[src/rtl/pg_pkg.sv]
// Shared definitions for the frame pixel grabber.
// Assumes: nothing beyond the standard types.
package pg_pkg;

    // Capture permission for the frame in progress.
    typedef enum logic {
        GATE_OPEN = 1'b0,   // a capture may still happen in this frame
        GATE_SHUT = 1'b1    // capture already used or write pending a frame start
    } gate_e;

    // Bit position of the ready flag within the register value.
    function automatic int flag_pos(input int pix_w);
        return pix_w;
    endfunction

endpackage

[src/rtl/pg_index_ctr.sv]
// Target pixel index for the grabber.
// Counts 0 .. NUM_PIX-1 and wraps; a clear forces 0 and wins over an advance.
// Assumes: advance is only raised when a held pixel is consumed.
module pg_index_ctr #(
    parameter int NUM_PIX = 225,
    localparam int IDX_W = $clog2(NUM_PIX)
) (
    input  logic             clk,
    input  logic             rst_n,
    input  logic             clear,
    input  logic             advance,
    output logic [IDX_W-1:0] idx_o
);

    localparam logic [IDX_W-1:0] LAST_IDX = IDX_W'(NUM_PIX - 1);

    logic [IDX_W-1:0] idx_q;

    // Hold, restart or step the target index.
    always_ff @(posedge clk) begin
        if (!rst_n || clear) begin
            idx_q <= '0;
        end else if (advance) begin
            if (idx_q == LAST_IDX) begin
                idx_q <= '0;
            end else begin
                idx_q <= idx_q + 1'b1;
            end
        end
    end

    assign idx_o = idx_q;

endmodule

[src/rtl/pg_frame_gate.sv]
// One-capture-per-frame gate.
// Shuts when a capture or a write happens; reopens on the frame-start pulse.
// A pixel in the same cycle as the frame start already sees the gate open.
// Assumes: frame_start is a single-cycle pulse.
module pg_frame_gate
    import pg_pkg::*;
(
    input  logic clk,
    input  logic rst_n,
    input  logic frame_start,
    input  logic shut_req,
    output logic open_o
);

    gate_e gate_q;

    // Track whether this frame may still yield a capture.
    always_ff @(posedge clk) begin
        if (!rst_n) begin
            gate_q <= GATE_OPEN;
        end else if (shut_req) begin
            gate_q <= GATE_SHUT;
        end else if (frame_start) begin
            gate_q <= GATE_OPEN;
        end
    end

    // A new frame opens the gate in its own first cycle.
    assign open_o = (gate_q == GATE_OPEN) || frame_start;

endmodule

[src/rtl/pg_capture_reg.sv]
// Holding register for one captured pixel plus its ready flag.
// Clear wins over take; take and consume never coincide (take needs empty).
// Data reads as zero whenever the flag is clear.
// Assumes: the caller only raises take while full_o is low.
module pg_capture_reg #(
    parameter int PIX_W = 7
) (
    input  logic             clk,
    input  logic             rst_n,
    input  logic             clear,
    input  logic             take,
    input  logic             consume,
    input  logic [PIX_W-1:0] data_in,
    output logic             full_o,
    output logic [PIX_W-1:0] data_o
);

    logic             full_q;
    logic [PIX_W-1:0] data_q;

    // Latch, drop or hold the captured pixel.
    always_ff @(posedge clk) begin
        if (!rst_n || clear) begin
            full_q <= 1'b0;
            data_q <= '0;
        end else if (take) begin
            full_q <= 1'b1;
            data_q <= data_in;
        end else if (consume) begin
            full_q <= 1'b0;
            data_q <= '0;
        end
    end

    assign full_o = full_q;
    assign data_o = data_q;

endmodule

[src/rtl/pixel_grabber.sv]
// Frame pixel grabber: samples one streamed pixel per frame at a self-advancing
// target index and presents it as {ready, pixel} to a host register port.
// Assumes: pix_idx < NUM_PIX whenever pix_valid is high; strobes last one cycle
// per access.
module pixel_grabber
    import pg_pkg::*;
#(
    parameter int NUM_PIX = 225,
    parameter int PIX_W = 7,
    localparam int IDX_W = $clog2(NUM_PIX),
    localparam int REG_W = PIX_W + 1
) (
    input  logic             clk,
    input  logic             rst_n,
    input  logic             frame_start,
    input  logic             pix_valid,
    input  logic [IDX_W-1:0] pix_idx,
    input  logic [PIX_W-1:0] pix_data,
    input  logic             rd_strobe,
    input  logic             wr_strobe,
    output logic [REG_W-1:0] reg_value
);

    localparam int FLAG_BIT = flag_pos(PIX_W);

    logic [IDX_W-1:0] idx_q;
    logic             gate_open;
    logic             full;
    logic [PIX_W-1:0] held;
    logic             take;
    logic             consume;

    // Capture when armed, gated for this frame, and the stream hits the target.
    assign take    = !wr_strobe && !full && gate_open && pix_valid && (pix_idx == idx_q);
    // A read only counts when a pixel is actually held.
    assign consume = !wr_strobe && rd_strobe && full;

    pg_index_ctr #(
        .NUM_PIX (NUM_PIX)
    ) u_idx (
        .clk     (clk),
        .rst_n   (rst_n),
        .clear   (wr_strobe),
        .advance (consume),
        .idx_o   (idx_q)
    );

    pg_frame_gate u_gate (
        .clk         (clk),
        .rst_n       (rst_n),
        .frame_start (frame_start),
        .shut_req    (take || wr_strobe),
        .open_o      (gate_open)
    );

    pg_capture_reg #(
        .PIX_W (PIX_W)
    ) u_cap (
        .clk     (clk),
        .rst_n   (rst_n),
        .clear   (wr_strobe),
        .take    (take),
        .consume (consume),
        .data_in (pix_data),
        .full_o  (full),
        .data_o  (held)
    );

    // Assemble the host-visible register value.
    always_comb begin
        reg_value           = '0;
        reg_value[FLAG_BIT] = full;
        reg_value[PIX_W-1:0] = held;
    end

endmodule

[config.mk]
export PLATFORM = sky130hd
export DESIGN_NAME = pixel_grabber
export DESIGN_NICKNAME = d
export VERILOG_FILES = /design/src/rtl/pg_pkg.sv /design/src/rtl/pg_index_ctr.sv /design/src/rtl/pg_frame_gate.sv /design/src/rtl/pg_capture_reg.sv /design/src/rtl/pixel_grabber.sv
export SDC_FILE = /design/constraint.sdc
export NUM_CORES = 1
export LEC_CHECK = 0
export ABC_CLOCK_PERIOD_IN_PS = 1500
export CAP_MARGIN = 20
export CORE_MARGIN = 2
export CORE_UTILIZATION = 50
export CTS_CLUSTER_DIAMETER = 30
export DETAILED_ROUTE_END_ITERATION = 16
export DONT_BUFFER_PORTS = 1
export PLACE_DENSITY = 0.79
export RECOVER_POWER = 25
export SLEW_MARGIN = 25
export SYNTH_ARGS = -nofsm -noshare
export SYNTH_HDL_FRONTEND = slang
export SYNTH_SLANG_ARGS = --single-unit
[constraint.sdc]
create_clock -name clk -period 1.5 [get_ports clk]
set_input_delay 0.3 -clock clk [delete_from_list [all_inputs] [get_ports clk]]
set_output_delay 0.3 -clock clk [all_outputs]
set_load 0.01 [all_outputs]
# Word-level counts from Yosys, hierarchy flattened
# Index checks and enable logic that the tools add are counted.
[word_totals]
inputBits = 21
register_bits = 17
elab_cells = 29
output_inout_bits = 8
[classes]
n_eq_ne = 2
n_mux = 7
addsub = 1
reduce_logical = 14
n_bitwise = 1
[op_table]
columns = ["cell", "count"]
rows = [
  ["7-bit two-way mux", 2],
  ["8-bit by 1-bit adder with 8-bit output, second input constant", 1],
  ["8-bit == test", 1],
  ["8-bit == test, second input constant", 1],
  ["8-bit two-way mux", 1],
  ["1-bit logical AND", 6],
  ["1-bit two-way mux", 4],
  ["2-bit nonzero test", 2],
  ["1-bit zero test", 3],
  ["1-bit logical OR", 3],
  ["1-bit inverter", 1],
]

# Longest topological paths before layout
# Gate-level depths: netlist (run 1).
[depth]
depth_word = 7
ltp_mapped = 6
depth_no_buf = 6

# Hierarchy
# Synthesis (run 1) repeated with hierarchy kept, for this count alone.
[unflattened]
cells_unflattened = 97
area_unflattened_um2 = 890.9
[modules_own_cells]
columns = ["module", "cells_each", "n_inst", "area_per_inst_um2", "seq_area_each_um2"]
rows = [
  ["pg_index_ctr", 41, 1, 392.9, 160.2],
  ["pg_capture_reg", 35, 1, 319.1, 160.2],
  ["pixel_grabber", 17, 1, 130.1, 0.0],
  ["pg_frame_gate", 4, 1, 48.8, 20.0],
]

# Least setup slack after synthesis (run 1)
# No wires, ideal clock.
[synth_timing]
kind = "register -> register"
startpoint = "reg u_idx.idx_q[0], in the netlist u_idx.idx_o[0]"
endpoint = "reg u_idx.idx_q[2], in the netlist u_idx.idx_o[2]"
required_ns = 1.378
stages_incl_launch_ff = 7
setup_ns = 0.122
path_buffers = 0
period_less_slack_ns = 1.464
arrival_time_ns = 1.341
setup_slack_ns = 0.036
path_cell_list = "dfxtp_1 inv_1 ha_1 nand4_1 or4_1 o21bai_2 nor2_1"
[synth_via]
elab_chain_cells = 2
word_cells_on_any_way = 3
cone_classes = "add/sub (1); eq/ne (1); mux (1)"
[synth_lines]
columns = ["element", "line", "text"]
rows = [
  ["from (decl)", "pg_index_ctr.sv:17", "logic [IDX_W-1:0] idx_q;"],
  ["from (signal assigned)", "pg_index_ctr.sv:27", "idx_q <= idx_q + 1'b1;"],
  ["8-bit by 1-bit adder with 8-bit output / 8-bit == test (equally long branches)", "pg_index_ctr.sv:27, pg_index_ctr.sv:24", ""],
  ["8-bit two-way mux (*)", "pg_index_ctr.sv:24", "if (idx_q == LAST_IDX) begin"],
]
# Mark *: on every way between the ends. The rest lies on a longest branch, timed or not.
# A chain may end at the register's enable or synchronous reset.

# Worst setup path after layout (run 1)
[layout_timing]
startpoint = "reg u_gate.gate_q"
endpoint = "reg u_cap.data_q[3], in the netlist u_cap.data_o[3]"
[layout_via]
elab_chain_cells = 6
word_cells_on_any_way = 7
cone_classes = "mux (1); bitwise (1); reduce/logical (5)"
[layout_lines]
columns = ["element", "line", "text"]
rows = [
  ["from (decl)", "pg_frame_gate.sv:15", "gate_e gate_q;"],
  ["from (signal assigned)", "pg_frame_gate.sv:20", "gate_q <= GATE_OPEN;"],
  ["from (signal assigned)", "pg_frame_gate.sv:22", "gate_q <= GATE_SHUT;"],
  ["from (signal assigned)", "pg_frame_gate.sv:24", "gate_q <= GATE_OPEN;"],
  ["1-bit inverter (*)", "pg_frame_gate.sv:29", "assign open_o = (gate_q == GATE_OPEN) || frame_start;"],
  ["1-bit logical OR (*)", "pg_frame_gate.sv:29", ""],
  ["1-bit logical AND (*) (3 in series)", "pixel_grabber.sv:34", "assign take = !wr_strobe && !full && gate_open && pix_valid && (pix_idx == idx_q);"],
  ["7-bit two-way mux / 2-bit nonzero test (equally long branches)", "n/a", ""],
  ["to (signal assigned)", "pg_capture_reg.sv:28", "data_q <= data_in;"],
  ["to (decl)", "pg_capture_reg.sv:19", "logic [PIX_W-1:0] data_q;"],
]
# Marks and branches as above.

==> results of run 1 <==
power groups by stage:
stage | clock (W) | sequential (W) | combinational (W)
final | 0.000258 | 0.000453 | 0.0000634
after global routing | 0.000271 | 0.000454 | 0.0000682
after CTS | 0.000247 | 0.000453 | 0.0000531
after detailed placement | 0 | 0.000464 | 0.0000516
after global placement | 0 | 0.000464 | 0.0000494
after floorplan | 0 | 0.000463 | 0.0000394
layout by cell type, fill, tap and decap left out, types with 2 or more instances in the layout:
cell	synthesis	final
a21oi_1	10	10
buf_4	3	15
clkbuf_4	0	3
dfxtp_1	17	15
dfxtp_2	0	2
inv_2	0	2
nand2_1	8	8
nand3_1	2	2
nand4_1	13	13
nor2_1	8	7
o311ai_1	6	2
o311ai_2	1	4
xnor2_1	11	10
xor2_1	3	3
area by class of cell:
type,count,area (um^2)
fillers,129,556.8
multi-input cells,79,638.1
inverters,2,7.507
repair buffers,16,123.9
clock buffers,4,26.28
flip-flops and latches,17,342.8
well taps,25,31.28
flip-flops by register name, indices dropped and copies added, names as in the netlist:
register,count
u_gate.gate_q,1
u_idx.idx_o,8
u_cap.data_o,7
u_cap.full_o,1
worst reg2reg max path: stages (launching register included):
cell      delay [ns]
dfxtp_1         0.32
nor2b_4         0.12
or4b_4          0.57
o311ai_1        0.40
a21oi_1         0.14
metal layers:
layer / track usage [%] / part of all wire, % / vias to the layer above
met4: 10.00 / 1.8 / 0
met3: 4.615 / 8.1 / 7
met5: 0 / 0 / -
met1: 27.53 / 40 / 418
met2: 42.74 / 50 / 59
li1: - / - / 415
through the flow:
stage / hold WS, ns / instances / setup TNS, ns / worst slack (ns)
floorplan: 0.4538 / 103 / 0 / 0.03632
global placement: 0.4570 / 137 / 0 / 0.03770
detailed placement: 0.4585 / 137 / -0.02340 / -0.01498
CTS: 0.1459 / 141 / -0.04963 / -0.01886
global route: 0.1327 / 143 / -0.9760 / -0.1820
finish: 0.1273 / 143 / -0.4665 / -0.1620
timing repair:
action	4_1_cts	5_1_grt
cloned	0	0
pin swaps	1	10
resized for setup	1	21
setup buffers	0	2
endpoints found under the setup margin	10	17
endpoints found under the hold margin	0	0
path summary, 6_finish.rpt:
check	start	endpoint	slack [ns]	depth (start not counted)
worst max-delay path	u_gate.gate_q	u_cap.data_o[3]	-0.16	4
worst max register to register	u_gate.gate_q	u_cap.data_o[3]	-0.16	4
worst min register to register	u_cap.data_o[6]	u_cap.data_o[6]	0.54	2
worst min-delay path	rst_n	u_gate.gate_q	0.13	1
cells by family after synthesis:
group,Yosys count,synth area share [%]
adders and majority gates,2,2.702
xor gates and xnor gates,14,13.24
and+or+nand+nor,44,28.25
DFF,17,36.76
AOI/OAI and AO/OA,19,14.87
buffers and inverters,7,4.188
==> flow_summary.toml, run 1 <==
[run_status]
status = "finished, violations left"
violations = "setup timing"

[detailed_routing]
drtIter0Drc = 52
vias_per_cell = 6.287
vias = 899
drc = 0
ant_nets = 0
wl_mm = 2.652
post_drt_wl_per_cell_um = 18.55
first_pass_iters = 4

[floorplan]
ios = 29
die_area_um2 = 2212
num_rows = 15
start_util_pct = 53.62
design.core.area_um2 = 1727
die_h_um = 47.03
die_w_um = 47.03

[power_and_ir_drop]
seqPwrFrac_pct = 58.5
p_per_area_nw_per_um2 = 662.5
p_sw_share_pct = 24.41
power_switching_w = 0.0001892
p_comb_share_pct = 8.2
p_int_w = 0.0005858
leakage_nw = 0.3582
ir_drop_uv = 375.7
power_frac_clock_pct = 33.3
power.total_w = 0.0007751

[timing]
worstMarginPinSlew_ns = 0.3401
rsz0062_at_grt = "yes"
hold_viol = 0
skew_ns = 0.01943
min_period_ns = 1.662
slew_headroom_pct = 76.97
clock.fmax_ghz = 0.6017
finalSetupViolCount = 13
period_share_pct = 110.8
slew_viol_final = 0
fin_ws_ns = -0.1620

[critical_path]
cp.buffers_inverters = 0
critical_path.slowest_cell = "or4b_4"
crit_family = "simple AND/OR/NAND/NOR gates"
crit_arrival_ns = 1.85
endpoint_kind = "flip-flop"
critPathMaxStageDelay_ns = 0.57
required_ns = 1.68
cp_max_fo = 7
crit_type = "reg -> reg"
path_cells = "nor2b_4, or4b_4, o311ai_1, a21oi_1"
startpoint_type = "flip-flop"

[synth]
synth_seq_area_share_pct = 36.76
yosysMostFrequentCell = "dfxtp_1"
syn_area_per_cell_um2 = 8.989
ys_seq_elements = 17
synth_nets = 126
ys_warn_count = 0
syn_inst = 103
ys_async_sr_fraction_pct = 0
ys_top_cells_by_count = "17 x dfxtp_1, 13 x nand4_1, 11 x xnor2_1"
yosys.area.top_type_share_pct = 36.76
synth.area.top_cells = "dfxtp_1 37%, xnor2_1 10%, nand4_1 8.8%"
yosys_most_used_dff = "dfxtp_1"
synth-edff-count = 0
synth.largest_area_cell = "dfxtp_1"
netlist_area_um2 = 925.9
synth_cell_type_count = 29

[global_routing]
track_usage_pct = 23.86
grt_max_degree = 11
grt_pass1_vias = 879
antenna_found_initial = 0
grt-ovfl-total = 0
grt_pass1_wl_mm = 3.698

[cts]
hold_buffers = 0
path_clk_slew_ns = 0.12
clock_latency_ns = 0.30
cts_tree = "yes"
clockBufferDepth = 2
htreeDepth = 1
root_buffer = "clkbuf_4"
cts_num_sinks = 17
cts_buffers = 3

[worst_hold_path]
min_path_type = "in -> reg"

[cells_and_area]
post-route-util_pct = 67.75
drive_above_1_share_pct = 34.75
areaGrowthSynthToFinish_pct = 26.35
nets = 142
fin_area_um2 = 1170
n_antenna_cell = 0

[placed_design]
place.port_buffers = 0
hpwl_mm = 1.787
placed_cell_area_um2 = 1031
gp_congestion = 0.8049

[job]
maxCapViolations = 0
(Power assumes the default switching activity.)
==> run 2, diff against run 1 <==
--- a/config.mk
+++ b/config.mk
@@ -7,12 +7,13 @@
 export LEC_CHECK = 0
 export ABC_CLOCK_PERIOD_IN_PS = 1500
 export CAP_MARGIN = 20
+export CORE_ASPECT_RATIO = 1.75
 export CORE_MARGIN = 2
-export CORE_UTILIZATION = 50
+export CORE_UTILIZATION = 30
 export CTS_CLUSTER_DIAMETER = 30
 export DETAILED_ROUTE_END_ITERATION = 16
 export DONT_BUFFER_PORTS = 1
-export PLACE_DENSITY = 0.79
+export PLACE_DENSITY = 0.56
 export RECOVER_POWER = 25
 export SLEW_MARGIN = 25
 export SYNTH_ARGS = -nofsm -noshare
==> run 2 against run 1 <==
  * The run now ends clean
  * Sequential power about the same
  * Worst hold slack gained 0.055 ns
  * Clock skew down 0.016 ns
  * Via count is 8.5% lower
  * Largest power group unchanged
==> flow_summary.toml, run 2 (same netlist as run 1, synthesis figures left out) <==
[run_status]
status = "complete, no violations"

[power_and_ir_drop]
p_per_area_nw_per_um2 = 760.9
leakage_nw = 0.3441
ir_drop_uv = 283.2

[detailed_routing]
first_pass_iters = 4
vias = 823
post_drt_wl_per_cell_um = 16.72
wl_mm = 2.357
vias_per_cell = 5.837
drc = 0
ant_nets = 0
drtIter0Drc = 17

[cts]
cts_tree = "yes"
hold_buffers = 0
cts_num_sinks = 17
clock_latency_ns = 0.26
clockBufferDepth = 2
cts_buffers = 3
root_buffer = "clkbuf_8"
path_clk_slew_ns = 0.07
htreeDepth = 1

[timing]
period_share_pct = 99.23
worstMarginPinSlew_ns = 0.3003
slew_headroom_pct = 79.80
finalSetupViolCount = 0
clock.fmax_ghz = 0.6718
fin_ws_ns = 0.01153
hold_viol = 0
slew_viol_final = 0
skew_ns = 0.003454
min_period_ns = 1.488
rsz0062_at_grt = "yes"

[cells_and_area]
areaGrowthSynthToFinish_pct = 23.51
nets = 137
largest_reg_flops = 8
post-route-util_pct = 39.06
drive_above_1_share_pct = 30.09
n_antenna_cell = 0
layout_commonest_cell = "dfxtp_1"
mostFrequentLayoutCells = "14 x dfxtp_1, 13 x nand4_1, 11 x buf_4, 10 x xnor2_1, 10 x a21oi_1"
fillCellCount = 309

[critical_path]
endpoint_kind = "flip-flop"
crit_type = "reg -> reg"
regToRegEndpoint = "u_cap.data_o[6]"
crit_arrival_ns = 1.63
required_ns = 1.64
reg2regPathDepth = 4
cp_max_fo = 7
startpoint_type = "flip-flop"
reg2reg_slack_ns = 0.01
r2r-start = "u_gate.gate_q"

[job]
maxCapViolations = 0

[global_routing]
grt_pass1_wl_mm = 3.588
grt-ovfl-total = 0
grt_pass1_vias = 803
track_usage_pct = 13.77
grt_max_degree = 11
antenna_found_initial = 0

[worst_hold_path]
hold_end = "u_gate.gate_q"
whs_path_depth = 1
hp-start = "rst_n"
min_path_type = "in -> reg"

[floorplan]
num_rows = 26
die_area_um2 = 3564
design.core.area_um2 = 2928
die_w_um = 46.00
start_util_pct = 31.62
die_h_um = 77.49
ios = 29

[placed_design]
pre_cts_ws_ns = -0.06144
place.port_buffers = 0
hpwl_mm = 1.828
gp_congestion = 0.7074
-- run 2: changes by cell type in the layout (fill, tap and decap cells not counted), moves of 2 or more --
cell / change
clkbuf_8: +3
clkbuf_4: -3
o311ai_1: -2
o311ai_2: +2
and4_1: +2
buf_4: -4
-- run 2: worst max-delay path, stage by stage (launching register included) --
cell and delay, ns:
dfxtp_1 0.30, nor2b_4 0.12, or4b_4 0.60, o311ai_2 0.25
a21oi_1 0.10
-- run 2: final cells by class --
class	instances	area, um^2	area share (%)
tap	28	35.03	3.063
sequential	17	344.1	30.09
clock buffer	3	41.29	3.610
timing repair buffer	11	82.58	7.221
clock inverter	1	5.005	0.4376
inverter	2	7.507	0.6565
multi-input combinational	79	628.1	54.92
-- run 2: per-layer routing --
layer	GRT usage, %	wire length (um)	vias up
li1	-	-	404
met1	11.93	766	395
met2	26.67	1465	20
met3	2.558	78	4
met4	6.857	46	0
met5	0	0	-
-- run 2: what timing repair did --
item	CTS	global route
pin swaps	1	13
setup endpoints to repair	6	15
setup buffers	0	1
gates resized for setup	3	13
-- run 2: how the worst max path moves through the flow --
stage	startpoint	depth (start not counted)	endpoint	slack (ns)
6_report	u_gate.gate_q	4	u_cap.data_o[6]	0.01
5_1_grt	u_gate.gate_q	4	u_cap.data_o[2]	-0.05
4_1_cts	u_gate.gate_q	4	u_cap.data_o[3]	0.008
3_5_place_dp	u_idx.idx_o[1]	6	u_idx.idx_o[7]	-0.06
3_3_place_gp	u_idx.idx_o[1]	6	u_idx.idx_o[2]	-0.03
2_1_floorplan	u_idx.idx_o[0]	6	u_idx.idx_o[2]	0.04
-- run 2: per-stage QoR --
stage                     TNS (ns)  total power [W]  hold WS, ns  std cells  cell area, um^2
after floorplan                  0        0.0005029       0.4538        103            925.9
after global placement     -0.1473        0.0005155       0.4584        136             1005
final                            0        0.0008702       0.1825        141             1144
after CTS                        0        0.0008652       0.1873        140             1064
after detailed placement   -0.3371        0.0005162       0.4611        136             1005
after global routing       -0.2763        0.0008998       0.1812        141             1144
-- run 2: power breakdown --
group	switching, W	total, W	internal (W)	leakage (nW)
Clock	0.000171	0.000356	0.000185	0.0255
Sequential	0.000000458	0.000453	0.000453	0.139
Combinational	0.0000322	0.0000607	0.0000286	0.180
Total	0.000204	0.000870	0.000666	0.344
